`src/rtl/ci_pkg.sv`:
```
`timescale 1ns/1ps
// Shared register selects and control-word layout for the C/I transceiver.
package ci_pkg;
    localparam int unsigned REG_ADDR_W = 2;

    typedef enum logic [REG_ADDR_W-1:0] {
        REG_CTRL   = 2'd0,
        REG_TXCODE = 2'd1,
        REG_RXCODE = 2'd2,
        REG_STAT   = 2'd3
    } reg_sel_e;

    // Packed so that tx_en is bit 0 and irq_en is bit 4 of the control register.
    typedef struct packed {
        logic irq_en;
        logic quiet;
        logic loop;
        logic rx_en;
        logic tx_en;
    } ctrl_t;

    localparam int unsigned CTRL_W = $bits(ctrl_t);
endpackage

```
`src/rtl/ci_host_regs.sv`:
```
`timescale 1ns/1ps
// Host register file: control word, transmit code and pending flag.
// Assumes DATA_W >= CTRL_W and DATA_W >= CI_W. Reads are combinational.
module ci_host_regs
    import ci_pkg::*;
#(
    parameter int unsigned CI_W   = 4,
    parameter int unsigned DATA_W = 8
) (
    input  logic                  clk,
    input  logic                  rst_n,
    input  logic                  wr_en,
    input  logic [REG_ADDR_W-1:0] addr,
    input  logic [DATA_W-1:0]     wdata,
    input  logic [CI_W-1:0]       acc_code,
    input  logic                  acc_stb,
    output logic [DATA_W-1:0]     rdata,
    output ctrl_t                 ctrl,
    output logic [CI_W-1:0]       tx_code,
    output logic                  pending
);
    localparam int unsigned CTRL_PAD = DATA_W - CTRL_W;
    localparam int unsigned CODE_PAD = DATA_W - CI_W;

    logic clr_req;
    assign clr_req = wr_en && (addr == REG_STAT) && wdata[0];

    // Control and transmit code registers, written by the host.
    always_ff @(posedge clk) begin
        if (!rst_n) begin
            ctrl    <= '0;
            tx_code <= '1;
        end else if (wr_en) begin
            if (addr == REG_CTRL)   ctrl    <= ctrl_t'(wdata[CTRL_W-1:0]);
            if (addr == REG_TXCODE) tx_code <= wdata[CI_W-1:0];
        end
    end

    // Pending flag: set by acceptance, cleared by write-one; set wins.
    always_ff @(posedge clk) begin
        if (!rst_n)       pending <= 1'b0;
        else if (acc_stb) pending <= 1'b1;
        else if (clr_req) pending <= 1'b0;
    end

    // Read mux over the four registers.
    always_comb begin
        unique case (reg_sel_e'(addr))
            REG_CTRL:   rdata = {{CTRL_PAD{1'b0}}, ctrl};
            REG_TXCODE: rdata = {{CODE_PAD{1'b0}}, tx_code};
            REG_RXCODE: rdata = {{CODE_PAD{1'b0}}, acc_code};
            default:    rdata = {{(DATA_W-1){1'b0}}, pending};
        endcase
    end

    // a clear write with no acceptance in flight empties the flag.
    a_r7_clear_w1c: assert property (@(posedge clk) disable iff (!rst_n)
        (clr_req && !acc_stb) |=> !pending);
    // every acceptance strobe leaves the flag set.
    a_r7_set_on_accept: assert property (@(posedge clk) disable iff (!rst_n)
        acc_stb |=> pending);
endmodule

```
`src/rtl/ci_tx_shifter.sv`:
```
`timescale 1ns/1ps
// Transmit shifter: loads the code at each frame strobe and shifts it out MSB
// first, one bit per bit_en, refilling with ones. Assumes CI_W >= 2.
module ci_tx_shifter #(
    parameter int unsigned CI_W = 4
) (
    input  logic            clk,
    input  logic            rst_n,
    input  logic            frame_sync,
    input  logic            bit_en,
    input  logic            tx_en,
    input  logic [CI_W-1:0] code,
    output logic            tx_bit
);
    localparam int unsigned CNT_W = $clog2(CI_W + 1);
    localparam logic [CNT_W-1:0] LAST = CNT_W'(CI_W);

    logic [CI_W-1:0]  shreg;
    logic [CNT_W-1:0] cnt;

    // Frame load and per-bit shift; the count stops at CI_W.
    always_ff @(posedge clk) begin
        if (!rst_n) begin
            shreg <= '1;
            cnt   <= LAST;
        end else if (frame_sync) begin
            shreg <= code;
            cnt   <= '0;
        end else if (bit_en && (cnt < LAST)) begin
            shreg <= {shreg[CI_W-2:0], 1'b1};
            cnt   <= cnt + CNT_W'(1);
        end
    end

    // Disabled transmitter presents idle ones.
    assign tx_bit = tx_en ? shreg[CI_W-1] : 1'b1;

    // the shifter moves only on a frame strobe or a bit pulse.
    a_r2_hold_between_bits: assert property (@(posedge clk) disable iff (!rst_n)
        (!bit_en && !frame_sync) |=> $stable(shreg));
    // surplus bit pulses after the field leave the shifter alone.
    a_r11_tx_extra_ignored: assert property (@(posedge clk) disable iff (!rst_n)
        (bit_en && !frame_sync && (cnt == LAST)) |=> $stable(shreg));
endmodule

```
`src/rtl/ci_rx_deser.sv`:
```
`timescale 1ns/1ps
// Receive deserializer: collects CI_W bits MSB first after each frame strobe
// and emits the code with a one-cycle strobe. Assumes CI_W >= 2.
module ci_rx_deser #(
    parameter int unsigned CI_W = 4
) (
    input  logic            clk,
    input  logic            rst_n,
    input  logic            frame_sync,
    input  logic            bit_en,
    input  logic            din,
    output logic            code_stb,
    output logic [CI_W-1:0] code
);
    localparam int unsigned CNT_W = $clog2(CI_W + 1);
    localparam logic [CNT_W-1:0] LAST = CNT_W'(CI_W);
    localparam logic [CNT_W-1:0] FINAL_BIT = CNT_W'(CI_W - 1);

    logic [CI_W-1:0]  shreg;
    logic [CNT_W-1:0] cnt;

    // Bit collection; the last bit of the field publishes the code.
    always_ff @(posedge clk) begin
        if (!rst_n) begin
            shreg    <= '1;
            cnt      <= LAST;
            code     <= '1;
            code_stb <= 1'b0;
        end else begin
            code_stb <= 1'b0;
            if (frame_sync) begin
                cnt <= '0;
            end else if (bit_en && (cnt < LAST)) begin
                shreg <= {shreg[CI_W-2:0], din};
                cnt   <= cnt + CNT_W'(1);
                if (cnt == FINAL_BIT) begin
                    code     <= {shreg[CI_W-2:0], din};
                    code_stb <= 1'b1;
                end
            end
        end
    end

    // at most one code per frame, so the strobe never repeats back to back.
    a_r11_single_strobe: assert property (@(posedge clk) disable iff (!rst_n)
        code_stb |=> !code_stb);
endmodule

```
`src/rtl/ci_rx_filter.sv`:
```
`timescale 1ns/1ps
// Debounce filter: a code differing from the accepted one must arrive in two
// consecutive frames before it is accepted. Ignores frames while disabled.
module ci_rx_filter #(
    parameter int unsigned CI_W = 4
) (
    input  logic            clk,
    input  logic            rst_n,
    input  logic            rx_en,
    input  logic            code_stb,
    input  logic [CI_W-1:0] code,
    output logic [CI_W-1:0] accepted,
    output logic            acc_stb
);
    logic [CI_W-1:0] cand;
    logic            cand_vld;

    // Candidate tracking and acceptance on each delivered frame code.
    always_ff @(posedge clk) begin
        if (!rst_n) begin
            accepted <= '1;
            cand     <= '1;
            cand_vld <= 1'b0;
            acc_stb  <= 1'b0;
        end else begin
            acc_stb <= 1'b0;
            if (code_stb && rx_en) begin
                if (code == accepted) begin
                    cand_vld <= 1'b0;
                end else if (cand_vld && (code == cand)) begin
                    accepted <= code;
                    acc_stb  <= 1'b1;
                    cand_vld <= 1'b0;
                end else begin
                    cand     <= code;
                    cand_vld <= 1'b1;
                end
            end
        end
    end

    // the accepted code never changes without the acceptance strobe.
    a_r4_change_has_strobe: assert property (@(posedge clk) disable iff (!rst_n)
        !$stable(accepted) |-> acc_stb);
    // a frame carrying the accepted code produces no acceptance.
    a_r5_same_not_accepted: assert property (@(posedge clk) disable iff (!rst_n)
        (code_stb && (code == accepted)) |=> !acc_stb);
    // with receive disabled the accepted code holds.
    a_r8_disabled_holds: assert property (@(posedge clk) disable iff (!rst_n)
        !rx_en |=> $stable(accepted));
endmodule

```
`src/rtl/ci_transceiver.sv`:
```
`timescale 1ns/1ps
// Command/indication channel transceiver top. Joins the host registers, the
// transmit shifter, the receive deserializer and the debounce filter, and
// applies the loopback and line-quiet routing. frame_sync and bit_en come
// from the frame timing logic outside this block.
module ci_transceiver
    import ci_pkg::*;
#(
    parameter int unsigned CI_W   = 4,
    parameter int unsigned DATA_W = 8
) (
    input  logic                  clk,
    input  logic                  rst_n,
    input  logic                  frame_sync,
    input  logic                  bit_en,
    input  logic                  rxd,
    output logic                  txd,
    input  logic                  host_wr,
    input  logic [REG_ADDR_W-1:0] host_addr,
    input  logic [DATA_W-1:0]     host_wdata,
    output logic [DATA_W-1:0]     host_rdata,
    output logic                  irq
);
    ctrl_t           ctrl;
    logic [CI_W-1:0] tx_code;
    logic [CI_W-1:0] rx_code;
    logic [CI_W-1:0] acc_code;
    logic            pending;
    logic            acc_stb;
    logic            rx_stb;
    logic            tx_bit;
    logic            rx_in;

    ci_host_regs #(.CI_W(CI_W), .DATA_W(DATA_W)) u_regs (
        .clk(clk), .rst_n(rst_n), .wr_en(host_wr), .addr(host_addr),
        .wdata(host_wdata), .acc_code(acc_code), .acc_stb(acc_stb),
        .rdata(host_rdata), .ctrl(ctrl), .tx_code(tx_code), .pending(pending)
    );

    ci_tx_shifter #(.CI_W(CI_W)) u_tx (
        .clk(clk), .rst_n(rst_n), .frame_sync(frame_sync), .bit_en(bit_en),
        .tx_en(ctrl.tx_en), .code(tx_code), .tx_bit(tx_bit)
    );

    // Receiver source: the transmitted bit in loopback, else the line.
    assign rx_in = ctrl.loop ? tx_bit : rxd;

    ci_rx_deser #(.CI_W(CI_W)) u_deser (
        .clk(clk), .rst_n(rst_n), .frame_sync(frame_sync), .bit_en(bit_en),
        .din(rx_in), .code_stb(rx_stb), .code(rx_code)
    );

    ci_rx_filter #(.CI_W(CI_W)) u_filt (
        .clk(clk), .rst_n(rst_n), .rx_en(ctrl.rx_en), .code_stb(rx_stb),
        .code(rx_code), .accepted(acc_code), .acc_stb(acc_stb)
    );

    // Line output, held idle when loopback runs quiet.
    assign txd = (ctrl.loop && ctrl.quiet) ? 1'b1 : tx_bit;
    assign irq = pending & ctrl.irq_en;

    // a quiet loopback never drives a zero onto the line.
    a_r10_quiet_line_idle: assert property (@(posedge clk) disable iff (!rst_n)
        (ctrl.loop && ctrl.quiet) |-> txd);
    // the interrupt line never rises without a pending flag.
    a_r7_irq_needs_pending: assert property (@(posedge clk) disable iff (!rst_n)
        irq |-> pending);
endmodule

```
`config.mk`:
```
export PLATFORM = sky130hd
export DESIGN_NAME = ci_transceiver
export DESIGN_NICKNAME = d
export VERILOG_FILES = /design/src/rtl/ci_pkg.sv /design/src/rtl/ci_host_regs.sv /design/src/rtl/ci_tx_shifter.sv /design/src/rtl/ci_rx_deser.sv /design/src/rtl/ci_rx_filter.sv /design/src/rtl/ci_transceiver.sv
export SDC_FILE = /design/constraint.sdc
export NUM_CORES = 1
export LEC_CHECK = 0
export ABC_AREA = 1
export BUFFER_PORTS_ARGS = -buffer_cell sky130_fd_sc_hd__buf_2
export CAP_MARGIN = 5
export CELL_PAD_IN_SITES_DETAIL_PLACEMENT = 1
export CELL_PAD_IN_SITES_GLOBAL_PLACEMENT = 2
export CORE_UTILIZATION = 34
export CTS_BUF_LIST = sky130_fd_sc_hd__clkbuf_4 sky130_fd_sc_hd__clkbuf_8 sky130_fd_sc_hd__clkbuf_16
export CTS_CLUSTER_SIZE = 12
export DETAILED_ROUTE_END_ITERATION = 7
export GPL_TIMING_DRIVEN = 0
export PLACE_DENSITY = 0.89
export RECOVER_POWER = 100
export SLEW_MARGIN = 20
export SYNTH_ARGS = -nofsm -noshare
export SYNTH_HDL_FRONTEND = slang
export SYNTH_HIERARCHICAL = 1
export SYNTH_SLANG_ARGS = --single-unit
```
`constraint.sdc`:
```
create_clock -name clk -period 2.8 [get_ports clk]
set_input_delay 0 -clock clk [delete_from_list [all_inputs] [get_ports clk]]
set_output_delay 0 -clock clk [all_outputs]
set_load 0.1 [all_outputs]
```
==> run_results.csv, run 1 <==
group,metric,value,unit
route,drc,0,
grt,grt_pass1_vias,1790,
sta,min_period_over_period,65.4,%
place,place.gp.congestion,0.782,
layout,nNetsFinal,337,
clock_network,cts_buffer_depth,2,
floorplanning,rows,27,
worst_hold_path,min_from,"frame_sync",
floorplanning,pin_count,26,
route,wl,4.60,mm
critical_path,path_cells,"inv_1 -> nand2_1 -> nand2_1 -> nor2_2 -> nand3_1 -> clkbuf_1 -> clkinvlp_2 -> nand3_1 -> nand3_1",
critical_path,critPathBufInv,3,
floorplanning,dieArea,6040,um2
route,drtPass1Iterations,4,
layout,final_common_cell,"nand2_1",
worst_hold_path,hold_path_class,"in -> reg",
power_and_ir_drop,ir_worst_vdd,0.248,mV
grt,overflow,0,
power_and_ir_drop,p_sw,0.331,mW
sta,maxSlewViolCount,0,
yosys,ys_async_sr_fraction,0,%
sta,setup_violations,0,
clock_network,cts_buffers,5,
yosys,ys.flop_type,"dfxtp_1",
route,drt-wirelength-per-cell,11.8,um
grt,grt_usage,16.8,%
sta,fin_skew,0.00772,ns
layout,drive_above_1_share,13.2,%
sta,fin_tns_setup,0,ns
yosys,ys_warn_count,6,
yosys,ys_types,26,
clock_network,cts_tree,"built",
sta,period_minus_slack,1.83,ns
grt,antenna_found_initial,0,
floorplanning,start_util,35.4,%
sta,maxSlewHeadroom,22.5,%
floorplanning,die-height,77.7,um
place,dpl-instance-area,2140,um2
critical_path,critPathLaunchType,"register",
layout,final_cell_mix,"79 x nand2_1, 51 x nand3_1, 38 x dfxtp_1",
critical_path,r2r-start,"u_deser/code[1]$_SDFFE_PN1P_",
critical_path,cp_slowest_stage_delay,0.41,ns
yosys,ys_seq_elements,38,
yosys,synth-edff-count,0,
sta,worst_slew_pin_slew,1.17,ns
sta,fmax,0.546,GHz
floorplanning,die_w,77.7,um
critical_path,worst-setup-path-type,"reg -> reg",
critical_path,crit_required,2.98,ns
critical_path,slowest_stage,"clkbuf_1",
grt,grt_max_degree,12,
yosys,syn_area_per_cell,6.84,um2
critical_path,critPathTopFamily,"buffers and inverters",
power_and_ir_drop,internal-power,0.888,mW
outcome,outcome,"finished clean",
clock_network,cts_max_level,2,
sta,rsz0062_at_grt,"false",
layout,area_delta_synth_final,15.7,%
power_and_ir_drop,pwr-share-clk,39.3,%
power_and_ir_drop,p_per_area,541,nW/um2
yosys,ys_seq_area_share,39.0,%
critical_path,path_max_fanout,10,
job,maxCapViolCount,0,
route,antenna_left,0,
sta,hold_violations,0,
route,drt_iter0_markers,62,
critical_path,arrival,2.01,ns
place,io_buffers,18,
critical_path,cp-end-kind,"register",
clock_network,cts_resized,0,
route,vias_per_cell,4.61,
clock_network,insertion_delay,0.29,ns
critical_path,startpoint,"u_deser/code[1]$_SDFFE_PN1P_",
yosys,synth_cells,285,
clock_network,clk_pin_slew_worst_paths,0.08,ns
layout,utilization,40.9,%
power_and_ir_drop,leakage,1.17,nW
clock_network,root_buffer,"clkbuf_8",
power_and_ir_drop,seq_power_share,46.5,%
critical_path,cp_common_cell,"nand3_1",
clock_network,clock_sinks,38,
power_and_ir_drop,power_frac_comb,14.2,%
power_and_ir_drop,p_sw_share,27.1,%
layout,insertedDiodeCount,0,
yosys,netlist_area,1950,um2
route,vias,1804,
layout,fin_area,2250,um2
floorplanning,design.core.area,5510,um2
grt,grt_first_pass_wirelength,8.00,mm
critical_path,rrSetupSlack,0.97,ns
place,dp_hpwl,3.50,mm
-- layer usage --
layer  global-route usage, %  share of wire [%]
met1                    20.8                 48
met2                    28.8                 48
met3                    4.71                2.9
met4                    3.40               0.46
met5                       0                  0
-- layout make-up --
type / instances / area, um2
Multi-Input combinational cell: 198 / 922
Clock buffer: 7 / 83.8
Fill cell: 736 / 3250
Clock inverter: 1 / 30.0
Sequential cell: 38 / 761
Buffer: 10 / 71.3
Tap cell: 72 / 90.1
Inverter: 41 / 156
Timing Repair Buffer: 24 / 140
-- stage by stage --
step	total power, mW	hold slack [ns]	setup WS, ns	cells
after floorplan	0.713	0.0687	1.18	287
after global placement	0.751	0.226	1.44	377
after detailed placement	0.753	0.231	1.40	377
after CTS	1.24	0.0493	1.41	391
after global routing	1.28	0.0494	0.679	391
final	1.22	0.0238	0.968	391
-- Yosys cell counts (2+ instances only) --
cell / instances / area [um2]
nand3_1: 50 / 250
inv_1: 34 / 128
nand2_1: 79 / 297
nand3_2: 2 / 20.0
inv_2: 5 / 18.8
a21oi_1: 5 / 25.0
nand2_2: 2 / 12.5
dfxtp_1: 38 / 761
nor2_2: 5 / 31.3
o21ai_0: 8 / 40.0
o21ai_1: 4 / 20.0
buf_4: 5 / 37.5
nor2_4: 4 / 45.0
nor2_1: 27 / 101
buf_6: 4 / 45.0
ha_1: 3 / 37.5
-- state kept, by name (all words and copies together) (netlist names) --
| name | cells |
|---|---|
| u_filt/accepted | 4 |
| u_deser/shreg | 3 |
| u_regs/ctrl | 5 |
| u_tx/cnt | 3 |
| u_deser/code | 4 |
| u_regs/tx_code | 4 |
| u_filt/acc_stb | 1 |
| u_deser/cnt | 3 |
| u_tx/shreg | 4 |
| u_regs/pending | 1 |
| u_deser/code_stb | 1 |
| u_filt/cand_vld | 1 |
| u_filt/cand | 4 |
-- worst min-delay path, delay by kind of cell --
kind                   cells  cell delay [ns]
AND/OR/NAND/NOR            3             0.16
buffers and inverters      1             0.12
-- final timing paths --
path	cells after the start	to
worst max-delay path	9	u_filt/accepted[1]$_SDFFE_PN1P_
worst min-delay path	4	u_deser/cnt[0]$_SDFFE_PP0P_
worst max register to register	9	u_filt/accepted[1]$_SDFFE_PN1P_
worst min register to register	2	u_regs/pending$_SDFFE_PN0P_
-- cells by family after synthesis --
kind of cell	count (synthesis)	share of synthesized area (%)
other cells	1	0.192
xor+xnor	1	0.449
compound gates	18	5.20
buf+inv	51	12.6
fa+ha+maj	3	1.93
simple gates	173	40.6
flops	38	39.0
-- repair_timing --
item | in CTS | in global routing
setup buffers | 0 | 0
hold buffers | 6 | 0
endpoints found under the hold margin | 9 | 0
-- power by group through the flow --
stage / sequential (mW) / combinational (mW) / clock [mW]
2_1_floorplan: 0.577 / 0.136 / 0
3_3_place_gp: 0.581 / 0.170 / 0
3_5_place_dp: 0.581 / 0.172 / 0
4_1_cts: 0.568 / 0.179 / 0.496
6_report: 0.567 / 0.173 / 0.479
5_1_grt: 0.569 / 0.190 / 0.519
Note: power is estimated with default switching activity, not from simulation.
==> run 2: changes to the inputs <==
- CORE_UTILIZATION: 34 -> 31
- PLACE_DENSITY: 0.89 -> 0.82
- clock period: 2.8 -> 1.85 ns (I/O delays scaled with it)
==> run 2 against run 1 <==
Global-route usage shrank 0.64 points. Non-clock buffer count is the same. Combinational power grew 54%. First-iteration DRC count shrank 24%. Sequential cell count is the same.
==> run_results.csv, run 2 (synthesis results as in run 1) <==
group,metric,value,unit
place,io_buffers,18,
grt,grt_first_pass_wirelength,8.14,mm
sta,setup_violations,0,
layout,nNetsFinal,337,
floorplanning,dieArea,6610,um2
clock_network,cts_buffer_depth,2,
layout,largest-register,"u_regs/ctrl",
route,antenna_left,0,
floorplanning,pin_count,26,
outcome,outcome,"finished clean",
sta,period_minus_slack,1.47,ns
sta,maxSlewHeadroom,63.8,%
critical_path,arrival,1.70,ns
sta,rsz0062_at_grt,"false",
critical_path,path_max_fanout,6,
clock_network,cts_tree,"built",
clock_network,clk_pin_slew_worst_paths,0.07,ns
route,drt-wirelength-per-cell,12.1,um
power_and_ir_drop,ir_worst_vdd,0.371,mV
layout,stdcell_count,393,
clock_network,cts_buffers,5,
layout,insertedDiodeCount,0,
power_and_ir_drop,p_per_area,752,nW/um2
sta,setup_slack,0.384,ns
layout,final_cell_mix,"80 x nand2_1, 51 x nand3_1, 38 x dfxtp_1",
clock_network,root_buffer,"clkbuf_8",
layout,largest_reg_flops,5,
floorplanning,die-height,81.3,um
layout,fin_area,2260,um2
layout,final_common_cell,"nand2_1",
sta,fin_hold_ws,0.0500,ns
grt,grt_usage,16.1,%
critical_path,crit_required,2.08,ns
clock_network,holdBufCountCts,6,
worst_hold_path,hold_path_class,"in -> reg",
place,dp_hpwl,3.69,mm
sta,worst_slew_pin_slew,0.545,ns
grt,grt_max_degree,11,
power_and_ir_drop,leakage,1.19,nW
route,wl,4.77,mm
clock_network,clock_sinks,38,
route,drt_iter0_markers,47,
sta,min_period_over_period,79.3,%
sta,fmax,0.682,GHz
place,place.gp.congestion,0.752,
clock_network,insertion_delay,0.29,ns
grt,grt_pass1_vias,1826,
critical_path,cp-end-kind,"register",
place,post-place-ws,0.417,ns
route,drc,0,
sta,hold_violations,0,
floorplanning,design.core.area,5990,um2
floorplanning,start_util,32.5,%
layout,utilization,37.8,%
place,dpl-instance-area,2140,um2
grt,overflow,0,
place,placedCellCount,380,
sta,maxSlewViolCount,0,
critical_path,worst-setup-path-type,"reg -> reg",
sta,fin_skew,0.00912,ns
grt,antenna_found_initial,0,
critical_path,critPathLaunchType,"register",
layout,n_fill_cell,775,
route,drtPass1Iterations,4,
job,maxCapViolCount,0,
layout,drive_above_1_share,15.7,%
route,vias,1844,
layout,area_delta_synth_final,16.0,%
floorplanning,rows,28,
power_and_ir_drop,totalPowerFinal,1.70,mW
clock_network,cts_setup_buffers,0,
clock_network,cts_resized,0,
sta,fin_tns_setup,0,ns
route,vias_per_cell,4.69,
floorplanning,die_w,81.3,um
clock_network,cts_max_level,2,
run 2: changes by cell type in the layout (fill, tap and decap cells not counted), sizes merged:
cell	delta
clkinv	+2
buf	+1
bufinv	-1
clkbuf	-1
clkinvlp	-1
inv	-1
run 2: path summary, 6_finish.rpt:
path / start / to / slack, ns / cells past startpoint
setup / recovery: u_deser/code[1]$_SDFFE_PN1P_ / u_filt/accepted[0]$_SDFFE_PN1P_ / 0.38 / 8
hold / removal: frame_sync / u_deser/cnt[0]$_SDFFE_PP0P_ / 0.05 / 4
setup reg to reg: u_deser/code[1]$_SDFFE_PN1P_ / u_filt/accepted[0]$_SDFFE_PN1P_ / 0.38 / 8
hold reg to reg: u_filt/acc_stb$_SDFF_PP0_ / u_regs/pending$_SDFFE_PN0P_ / 0.44 / 2
run 2: cell type report:
class / count / area (um2) / area share, %
inverter: 41 / 160 / 7.08
tap: 75 / 93.8 / 4.15
timing repair buffer: 24 / 149 / 6.58
clock buffer: 7 / 83.8 / 3.71
multi-input combinational: 198 / 932 / 41.2
buffer: 10 / 82.6 / 3.65
sequential: 38 / 761 / 33.6
run 2: metal layers:
layer  track usage [%]  routed length [um]  vias to the layer above
li1                  -                   -                      948
met1              19.8                2290                      868
met2              27.8                2290                       24
met3              3.82                 163                        4
met4              4.29                  27                        0
met5                 0                   0                        -
run 2: critical path, cell delays in order, from the launching register on:
cell     delay [ns]
dfxtp_1        0.47
inv_1          0.10
nand2_1        0.07
nand2_1        0.04
nor2_1         0.25
nand2_1        0.12
nand2_1        0.18
o21ai_0        0.11
nand3_1        0.07
run 2: power breakdown:
group | internal [mW] | total, mW | switching, mW | leakage [nW]
logic | 0.0734 | 0.267 | 0.193 | 0.836
clock network | 0.289 | 0.574 | 0.284 | 0.0452
registers | 0.842 | 0.860 | 0.0185 | 0.310
==> run 3: changes to the inputs <==
- ABC_AREA: 1 -> 0
- CORE_UTILIZATION: 31 -> 36
- PLACE_DENSITY: 0.82 -> 0.84
- clock period: 1.85 -> 1.5 ns (I/O delays scaled with it)
==> run 3 against run 2 <==
Clock skew shrank 0.0043 ns. Sequential share of layout area shrank 0.15 points. Non-clock buffer count grew 6. Highest routed layer unchanged. Power grew 24%. Cell area grew 2.3%. The run now ends with negative setup slack left. Worst setup slack lost 0.39 ns. First-iteration DRC count grew 34%. Combinational power grew 18%. Cell count shrank 25%. Critical path depth shrank 3. Critical endpoint is now u_filt/accepted[1]$_SDFFE_PN1P_.
==> run_results.csv, run 3 <==
group,metric,value,unit
outcome,outcome,"finished with violations",
outcome,violations,"negative setup slack",
critical_path,worst-setup-path-type,"reg -> reg",
layout,insertedDiodeCount,0,
yosys,yosys.area_share.simple,24.7,%
yosys,ys.flop_type,"dfxtp_1",
power_and_ir_drop,seq_power_share,49.8,%
place,dp_hpwl,3.37,mm
route,drc,0,
grt,met3_usage,3.66,%
grt,met2_usage,32.1,%
clock_network,cts_buffers,5,
route,drtPass1Iterations,4,
yosys,ys_async_sr_fraction,0,%
yosys,synth_top_area_share,40.7,%
floorplanning,dieArea,5490,um2
place,dpl-instance-area,2080,um2
yosys,synth_fa_ha_area_share,2.01,%
yosys,ys_types,47,
power_and_ir_drop,p_sw_share,29.0,%
route,antenna_left,0,
floorplanning,start_util,38.6,%
power_and_ir_drop,ir_worst_vdd,0.458,mV
grt,grt_usage,18.5,%
layout,fin_area,2310,um2
critical_path,crit_required,1.72,ns
layout,nNetsFinal,246,
clock_network,cts_max_level,2,
power_and_ir_drop,p_per_area,909,nW/um2
floorplanning,pin_count,26,
layout,final_common_cell,"dfxtp_1",
power_and_ir_drop,internal-power,1.49,mW
sta,fin_skew,0.00484,ns
clock_network,insertion_delay,0.29,ns
sta,fin_hold_ws,0.0154,ns
place,io_buffers,19,
power_and_ir_drop,pwr-share-clk,35.3,%
sta,setup_violations,1,
sta,min_period_over_period,101,%
clock_network,cts_tree,"built",
yosys,yosysTopAreaCell,"dfxtp_1",
yosys,synth_cells,188,
grt,grt_max_degree,19,
route,wl,4.64,mm
floorplanning,die-height,74.1,um
power_and_ir_drop,p_sw,0.610,mW
clock_network,root_buffer,"clkbuf_8",
critical_path,rrSetupSlack,-0.008,ns
yosys,syn_area_per_cell,9.95,um2
power_and_ir_drop,totalPowerFinal,2.10,mW
clock_network,cts_buffer_depth,2,
yosys,ys_seq_elements,38,
grt,grt_util_met1,22.7,%
layout,largest_reg_flops,5,
yosys,ys_warn_count,6,
route,drt-wirelength-per-cell,15.7,um
layout,final_cell_mix,"31 x dfxtp_1, 25 x nand2_1, 24 x mux2i_1",
grt,grt_first_pass_wirelength,7.49,mm
critical_path,arrival,1.73,ns
yosys,netlist_top_cells_count,"38 x dfxtp_1, 25 x nand2_1, 24 x mux2i_1",
job,maxCapViolCount,0,
place,place.gp.congestion,0.828,
yosys,synth-compound-area-share,9.50,%
floorplanning,design.core.area,4850,um2
sta,setup_slack,-0.00836,ns
sta,fin_tns_setup,-0.00836,ns
route,drt_iter0_markers,63,
sta,fmax,0.663,GHz
sta,rsz0062_at_grt,"true",
yosys,ys_seq_area_share,40.7,%
route,vias,1476,
floorplanning,die_w,74.1,um
route,vias_per_cell,5.00,
power_and_ir_drop,leakage,0.965,nW
yosys,netlist_area,1870,um2
grt,grt_pass1_vias,1571,
layout,area_delta_synth_final,23.7,%
sta,worst_slew_pin_slew,0.548,ns
layout,drive_above_1_share,28.5,%
sta,maxSlewHeadroom,63.6,%
grt,overflow,0,
grt,grt_busiest_layer,"met2",
sta,maxSlewViolCount,0,
sta,hold_violations,0,
yosys,synth_mux_area_share,14.8,%
yosys,synth_xor_area_share,3.28,%
yosys,synth_area_leaders,"dfxtp_1 41%, mux2i_1 13%, nand2_1 5.0%",
critical_path,critPathLaunchType,"register",
critical_path,path_max_fanout,5,
layout,largest-register,"u_regs/ctrl",
worst_hold_path,hold_path_class,"in -> reg",
grt,antenna_found_initial,0,
sta,period_minus_slack,1.51,ns
yosys,synth_most_common_cell,"dfxtp_1",
power_and_ir_drop,power_frac_comb,14.9,%
floorplanning,rows,25,
clock_network,clock_sinks,38,
clock_network,clk_pin_slew_worst_paths,0.08,ns
critical_path,cp-end-kind,"register",
yosys,synth_top_family_by_area,"simple AND/OR/NAND/NOR gates",
yosys,synth-edff-count,0,
run 3: changes by cell type in the layout (fill, tap and decap cells not counted), moves of 24 or more:
| cell | delta |
|---|---|
| inv_1 | -27 |
| nand3_1 | -51 |
| mux2i_1 | +24 |
| nor2_1 | -27 |
| nand2_1 | -55 |
run 3: worst max-delay path, stage by stage (launching register included):
cell and delay (ns):
dfxtp_4 0.36, buf_6 0.12, xnor2_2 0.12, a41o_1 0.24
nor3_4 0.35, mux2i_1 0.24
run 3: power groups by stage:
| stage | logic, mW | registers (mW) | clock network, mW |
|---|---|---|---|
| 2_1_floorplan | 0.233 | 1.07 | 0 |
| 3_3_place_gp | 0.295 | 1.07 | 0 |
| 3_5_place_dp | 0.305 | 1.07 | 0 |
| 4_1_cts | 0.317 | 1.05 | 0.770 |
| 5_1_grt | 0.333 | 1.05 | 0.820 |
| 6_report | 0.314 | 1.05 | 0.741 |
run 3: layout make-up:
type / count / area (um2)
Fill cell: 568 / 2530
Multi-Input combinational cell: 135 / 1080
Sequential cell: 38 / 774
Timing Repair Buffer: 30 / 191
Tap cell: 67 / 83.8
Clock buffer: 6 / 82.6
Buffer: 10 / 61.3
Inverter: 7 / 26.3
Clock inverter: 2 / 12.5
run 3: logic make-up (layout without fill, tap and decap cells):
kind of cell / Yosys count / after routing
compound gates: 24 / 24
buf+inv: 17 / 55
other cells: 1 / 3
flops: 38 / 38
xor+xnor: 7 / 7
simple gates: 72 / 72
fa+ha+maj: 3 / 3
mux: 26 / 26
run 3: per-stage QoR:
step                std cells  setup slack [ns]  utilization [%]
finish                    295          -0.00836             47.7
global route              295           -0.0807             47.7
CTS                       293           -0.0301             47.1
detailed placement        276           -0.0875             42.9
global placement          276           -0.0244             42.9
floorplan                 190           -0.0211                -
run 3: layer usage:
metal,wire [um],part of all wire [%],vias up
met2,2400,52,16
met4,59,1.3,0
li1,-,-,723
met1,2080,45,730
met5,0,0,-
met3,100,2.2,7
run 3: repair_timing:
| item | in CTS | in global routing |
|---|---|---|
| endpoints found under the setup margin | 10 | 13 |
| resized for setup | 11 | 7 |
| gates cloned | 0 | 0 |
| hold endpoints to repair | 4 | 0 |
| pin swaps | 2 | 2 |
| setup buffers | 5 | 2 |
| hold buffers | 4 | 0 |
run 3: final timing paths:
check / startpoint / to / cells past startpoint
setup / recovery: u_deser/code[2]$_SDFFE_PN1P_ / u_filt/accepted[1]$_SDFFE_PN1P_ / 5
hold / removal: host_wdata[0] / u_regs/ctrl[0]$_SDFFE_PN0P_ / 3
setup reg to reg: u_deser/code[2]$_SDFFE_PN1P_ / u_filt/accepted[1]$_SDFFE_PN1P_ / 5
hold reg to reg: u_tx/cnt[1]$_SDFFE_PP0P_ / u_tx/cnt[1]$_SDFFE_PP0P_ / 2
